### src/rtl/gpio_irq_detect.sv
module gpio_irq_detect #(
  parameter int NPINS = 16,
  parameter int AW    = 3
) (
  input  logic             clk,
  input  logic             rst_n,
  input  logic [NPINS-1:0] pin_in,
  input  logic             reg_we,
  input  logic [AW-1:0]    reg_addr,
  input  logic [31:0]      reg_wdata,
  output logic [31:0]      reg_rdata,
  output logic             irq_out
);

  localparam logic [AW-1:0] A_EN   = AW'(0);
  localparam logic [AW-1:0] A_MSET = AW'(1);
  localparam logic [AW-1:0] A_MCLR = AW'(2);
  localparam logic [AW-1:0] A_STAT = AW'(3);
  localparam logic [AW-1:0] A_MOD0 = AW'(4);
  localparam logic [AW-1:0] A_MOD1 = AW'(5);
  localparam int PAD = 32 - NPINS;

  logic [NPINS-1:0] sync1, sync2, prev;
  logic [NPINS-1:0] en_q, mask_q, stat_q, hit, clr;
  logic [2:0]       mode_q [NPINS];
  logic [31:0]      mode_rd [2];

  wire wr_en   = reg_we && (reg_addr == A_EN);
  wire wr_mset = reg_we && (reg_addr == A_MSET);
  wire wr_mclr = reg_we && (reg_addr == A_MCLR);

  assign clr = (reg_we && reg_addr == A_STAT) ? reg_wdata[NPINS-1:0] : '0;

  always_ff @(posedge clk or negedge rst_n) begin
    if (!rst_n) begin
      sync1 <= '0;
      sync2 <= '0;
      prev  <= '0;
    end else begin
      sync1 <= pin_in;
      sync2 <= sync1;
      prev  <= sync2;
    end
  end

  always_ff @(posedge clk or negedge rst_n) begin
    if (!rst_n) begin
      en_q    <= '0;
      mask_q  <= '0;
      stat_q  <= '0;
      irq_out <= 1'b0;
    end else begin
      if (wr_en)   en_q   <= reg_wdata[NPINS-1:0];
      if (wr_mset) mask_q <= mask_q | reg_wdata[NPINS-1:0];
      if (wr_mclr) mask_q <= mask_q & ~reg_wdata[NPINS-1:0];
      stat_q  <= (stat_q & ~clr) | hit;
      irq_out <= |(stat_q & ~mask_q);
    end
  end

  always_ff @(posedge clk or negedge rst_n) begin
    if (!rst_n) begin
      for (int p = 0; p < NPINS; p++) mode_q[p] <= 3'd0;
    end else if (reg_we) begin
      for (int p = 0; p < NPINS; p++)
        if (reg_addr == AW'(4 + p / 8)) mode_q[p] <= reg_wdata[4*(p%8) +: 3];
    end
  end

  always_comb begin
    mode_rd[0] = '0;
    mode_rd[1] = '0;
    for (int p = 0; p < NPINS; p++) mode_rd[p/8][4*(p%8) +: 3] = mode_q[p];
  end

  for (genvar g = 0; g < NPINS; g++) begin : g_pin
    logic h;
    always_comb begin
      case (mode_q[g])
        3'd0:    h = ~sync2[g] & prev[g];
        3'd1:    h = sync2[g] & ~prev[g];
        3'd2:    h = ~sync2[g];
        3'd3:    h = sync2[g];
        3'd4:    h = sync2[g] ^ prev[g];
        default: h = 1'b0;
      endcase
    end
    assign hit[g] = en_q[g] & h;
  end

  always_comb begin
    case (reg_addr)
      A_EN:           reg_rdata = {{PAD{1'b0}}, en_q};
      A_MSET, A_MCLR: reg_rdata = {{PAD{1'b0}}, mask_q};
      A_STAT:         reg_rdata = {{PAD{1'b0}}, stat_q};
      A_MOD0:         reg_rdata = mode_rd[0];
      A_MOD1:         reg_rdata = mode_rd[1];
      default:        reg_rdata = '0;
    endcase
  end

endmodule


### config.mk
export PLATFORM = sky130hd
export DESIGN_NAME = gpio_irq_detect
export DESIGN_NICKNAME = d
export VERILOG_FILES = /design/src/rtl/gpio_irq_detect.sv
export SDC_FILE = /design/constraint.sdc
export NUM_CORES = 1
export LEC_CHECK = 0
export ABC_AREA = 1
export BUFFER_PORTS_ARGS = -buffer_cell sky130_fd_sc_hd__buf_2
export CORE_UTILIZATION = 30
export CTS_CLUSTER_DIAMETER = 120
export DETAILED_ROUTE_END_ITERATION = 16
export HOLD_SLACK_MARGIN = 0.05
export MAX_ROUTING_LAYER = met4
export PLACE_DENSITY = 0.53
export SYNTH_ARGS = -nofsm -noshare
export SYNTH_HDL_FRONTEND = slang
export SYNTH_SLANG_ARGS = --single-unit
### constraint.sdc
create_clock -name clk -period 1.3 [get_ports clk]
set_clock_uncertainty 0.2 [all_clocks]
set_input_delay 0.065 -clock clk [delete_from_list [all_inputs] [get_ports clk]]
set_output_delay 0.065 -clock clk [all_outputs]
set_load 0.05 [all_outputs]
==> results.md <==
- The post-synthesis instance area is 0.00711 mm^2.
- The TritonCTS clock tree is yes.
- The largest individual stage delay along the critical path comes from the cell sky130_fd_sc_hd__dfrtp_1.
- Net switching is 32.2% of the power.
- Walking the worst path, the cells encountered are inv_2 > o22ai_4 > nor2_2 > nand2_1 > buf_6.
- The synthesized netlist devotes 21.0% of its cell area to simple gates.
- The highest ir drop seen on vdd is 0.000808 V.
- The checks that failed: hold timing, setup timing.
- The synthesized design contains 145 register bits.
- The flow ran to the end, but the final reports show violations.
- The area growth from synthesis to layout is 54.2%.
- The most frequently used flop master after synthesis is sky130_fd_sc_hd__dfrtp_1.
- The number of filler cells placed in the layout is 2167.
- The number of antenna diodes is 0.
- The worst setup path category is flop to output pin.
- The post-route netlist has 38.9% of its cells at a drive strength greater than 1.
- For the worst setup path, the data required time is 1.03 ns.
- The initial DRC count is 377.
- The die covers 0.0243 mm^2.
- The first element of the critical path is mode_q[16].
- The number of remaining DRC errors is 0.
- Data arrives at the worst endpoint at 1.38 ns.
- Per report_power, the combinational group accounts for 31.2% of the total.
- Dividing the detail-routed wire length by the instance count gives 14.0 um.
- The first global-routing pass estimated 33.4 mm of wire.
- Measured along the x axis, the die boundary spans 156 um.
- The number of slew-limit violations in the final report is 0.
- The cell type contributing the most total cell area after synthesis is sky130_fd_sc_hd__dfrtp_1.
- The floorplan step defined a core boundary enclosing 0.0229 mm^2.
- The portion of netlist area occupied by mux cells is 0%.
- The post-synthesis area per instance is 8.09 um^2.
- Among cell families on the critical path, the largest total delay comes from flip-flops.
- After the last flow step, the layout net total stands at 1244.
- The number of buffers inserted for hold repair after clock tree synthesis is 47.
- The part of the cycle the worst path needs is 127%.
- In this run the power spent charging and discharging nets is 0.00514 W.
- The xor/xnor share of the synthesized area is 0%.
- Clock-pin slew was measured on the worst setup and hold paths at 0.06 ns.
- In this run, flip-flops and latches consume 36.3% of the power.
- Based on the critical path, the design can be clocked at up to 606 MHz.
- On the final layout, the worst hold slack is -0.121 ns.
- The half-perimeter wire length after placement is 13.5 mm.
- In the synthesized netlist the async set-or-reset flop fraction comes to 100%.
- The initial utilization of the core area, before any placement, comes to 31.0%.
- The via count of the first global-routing pass was 6516.
- The pre-CTS setup slack is -0.301 ns.
- The via count is 6627.
- The min-delay analysis places its worst path in the category input pin to asynchronous set/reset pin.
- Entering global routing, the biggest net connects 47 pins.
- The floorplan has 55 rows.
- The total iterations of the first detailed-routing run is 4.
- Global routing consumed, over all layers together, 18.5% of the routing resources.
- Of the total synthesized cell area, the portion taken by full adders, half adders and majority gates is 5.63%.
- Clock latency on the worst-skew pair, taken at its later pin, is 0.42 ns.
- The clock tree synthesis step divided the H-tree into 4 levels.
- For this run, the share of the core covered by cells in the final layout is 47.9%.
- During synthesis, Yosys emitted a total of 0 warnings.
- The cell at the root of the clock tree is sky130_fd_sc_hd__clkbuf_16.
- Dividing the detail-routed via count by the number of cells gives 4.47.
- The setup violation total in the final timing report is 45.
- The worst flop-to-flop path startpoint is stat_q[5].
- By count the netlist is led by sky130_fd_sc_hd__nand2_1, sky130_fd_sc_hd__inv_1, sky130_fd_sc_hd__dfrtp_1.
- The longest clock path from root to sink contains 2 buffers.
- For this run the aggregate overflow at the end of global routing stands at 0.
- The worst setup slack after layout is -0.349 ns.
- The clock net in this run drives a total of 145 sinks.
- The count of maximum capacitance violations is 0.
- The synthesized netlist devotes 11.5% of its cell area to compound gates.
- The worst setup path is captured at an output pin.
- The detail route stage leaves a number of antenna-violating nets equal to 0.
- The number of clock buffers added by TritonCTS is 17.
- By area, the combinational part of the netlist is dominated by simple AND/OR/NAND/NOR gates.
- Setup repair after global routing could not meet its margin everywhere.
- The vertical extent of the die is 156 um.
- In this run the biggest area consumer among cell types represents 51.0% of the synthesized area.
- The initial antenna violation count is 0.
- The power share of the clock group is 32.5%.
- Among all cell types in the netlist, the one instantiated most often is sky130_fd_sc_hd__nand2_1.
- The sequential share of the synthesized area is 51.0%.
- The worst setup path is launched from a flop.
- The peak fanout along the critical path is 2.
- Power spread over the standard cell area amounts to 1460 mW/mm^2.
- The number of different library cells used by synthesis comes to 27.
- By area the synthesized netlist is led by sky130_fd_sc_hd__dfrtp_1, sky130_fd_sc_hd__nand2_1, sky130_fd_sc_hd__inv_1.
- The count of buffers from port buffering is 78.
- After technology mapping, the gate count stands at 879.
- Counting I/O delays and the setup requirement, the final critical path takes 1.65 ns.
- Summed over all failing endpoints, the final setup total negative slack is -7.25 ns.
- Wires add up to 20.8 mm.
- The critical path contains buffers and inverters numbering 2 combined.
- The delay of the slowest cell on the worst path is 0.40 ns.
- The cell internal power dissipation is 0.0108 W.
- The congestion estimate from routability-driven global placement came to 0.836.
- The final hold violation count is 19.
- The number of flops mapped to enable cells by yosys is 0.
- In this run the count of I/O pins placed on the die edge is 87.
- The leakage power total is 5.45 nW.
==> power by group through the flow <==
stage | combinational, W | sequential (W) | clock [W]
after floorplan | 0.00214 | 0.00576 | 0
after CTS | 0.00461 | 0.00577 | 0.00533
after detailed placement | 0.00320 | 0.00591 | 0
after global placement | 0.00317 | 0.00589 | 0
final | 0.00499 | 0.00580 | 0.00519
after global routing | 0.00549 | 0.00588 | 0.00551
==> path summary, 6_finish.rpt <==
check | to | slack [ns] | depth (start not counted)
hold reg to reg | sync2[0] | 0.15 | 0
setup / recovery | reg_rdata[9] | -0.35 | 5
max in group asynchronous | asynchronous set/reset pin | 0.48 | 3
min in group clk | sync1[15] | 0.08 | 2
setup reg to reg | irq_out | -0.22 | 10
hold / removal | mode_q[13] | -0.12 | 2
==> cell usage in the layout (no fill, tap or decap), types with 5 or more instances in the layout <==
cell	Yosys	final
sky130_fd_sc_hd__buf_12	0	14
sky130_fd_sc_hd__buf_4	5	142
sky130_fd_sc_hd__buf_8	0	5
sky130_fd_sc_hd__ha_4	0	13
sky130_fd_sc_hd__o22ai_1	23	8
sky130_fd_sc_hd__nand3_2	0	7
sky130_fd_sc_hd__inv_1	149	74
sky130_fd_sc_hd__ha_2	0	18
sky130_fd_sc_hd__o22ai_2	0	6
sky130_fd_sc_hd__o21ai_1	55	61
sky130_fd_sc_hd__nand2_1	263	239
sky130_fd_sc_hd__o211ai_1	7	7
sky130_fd_sc_hd__nand3_1	60	53
sky130_fd_sc_hd__o21ai_0	54	44
sky130_fd_sc_hd__buf_2	12	48
sky130_fd_sc_hd__o22ai_4	0	9
sky130_fd_sc_hd__nand2_2	4	27
sky130_fd_sc_hd__inv_2	5	80
sky130_fd_sc_hd__buf_6	6	30
sky130_fd_sc_hd__nor2_1	33	24
sky130_fd_sc_hd__nor2_2	1	8
sky130_fd_sc_hd__dfrtp_1	145	144
sky130_fd_sc_hd__o21ai_2	4	8
sky130_fd_sc_hd__clkbuf_16	0	17
sky130_fd_sc_hd__dlygate4sd3_1	0	45
==> layer usage <==
layer	vias to the layer above	share of wire (%)	GRT usage [%]
met4	0	2.1	6.16
met1	3120	45	23.1
met3	26	4.0	3.14
li1	3319	-	-
met2	162	49	30.2
met5	-	0	-
==> metrics by stage <==
stage | total power, W | instances | area, um^2
4_1_cts | 0.0157 | 1460 | 10600
3_5_place_dp | 0.00911 | 1303 | 8360
2_1_floorplan | 0.00790 | 882 | 7150
3_3_place_gp | 0.00907 | 1303 | 8360
5_1_grt | 0.0169 | 1484 | 11000
6_report | 0.0160 | 1484 | 11000
==> what timing repair did <==
| action | 4_1_cts | 5_1_grt |
|---|---|---|
| resized for setup | 199 | 65 |
| setup endpoints to repair | 45 | 115 |
| cloned | 0 | 0 |
| buffers inserted | 79 | 26 |
| endpoints found under the hold margin | 257 | 19 |
| pin swaps | 107 | 89 |
==> final cells by class <==
type / instances / area (um^2) / area share [%]
clock buffers: 20 / 437 / 3.98
clock inverters: 12 / 181 / 1.65
inverters: 154 / 578 / 5.27
multi-input cells: 554 / 3270 / 29.8
flip-flops and latches: 145 / 3630 / 33.1
well taps: 313 / 392 / 3.57
repair buffers: 286 / 2470 / 22.6
==> kinds of logic after synthesis <==
kind of cell	count (synthesis)
adders and majority gates	32
and+or+nand+nor	369
AOI/OAI and AO/OA	149
other	1
DFF	145
buffers and inverters	183
Note: power is estimated with default switching activity, not from simulation.
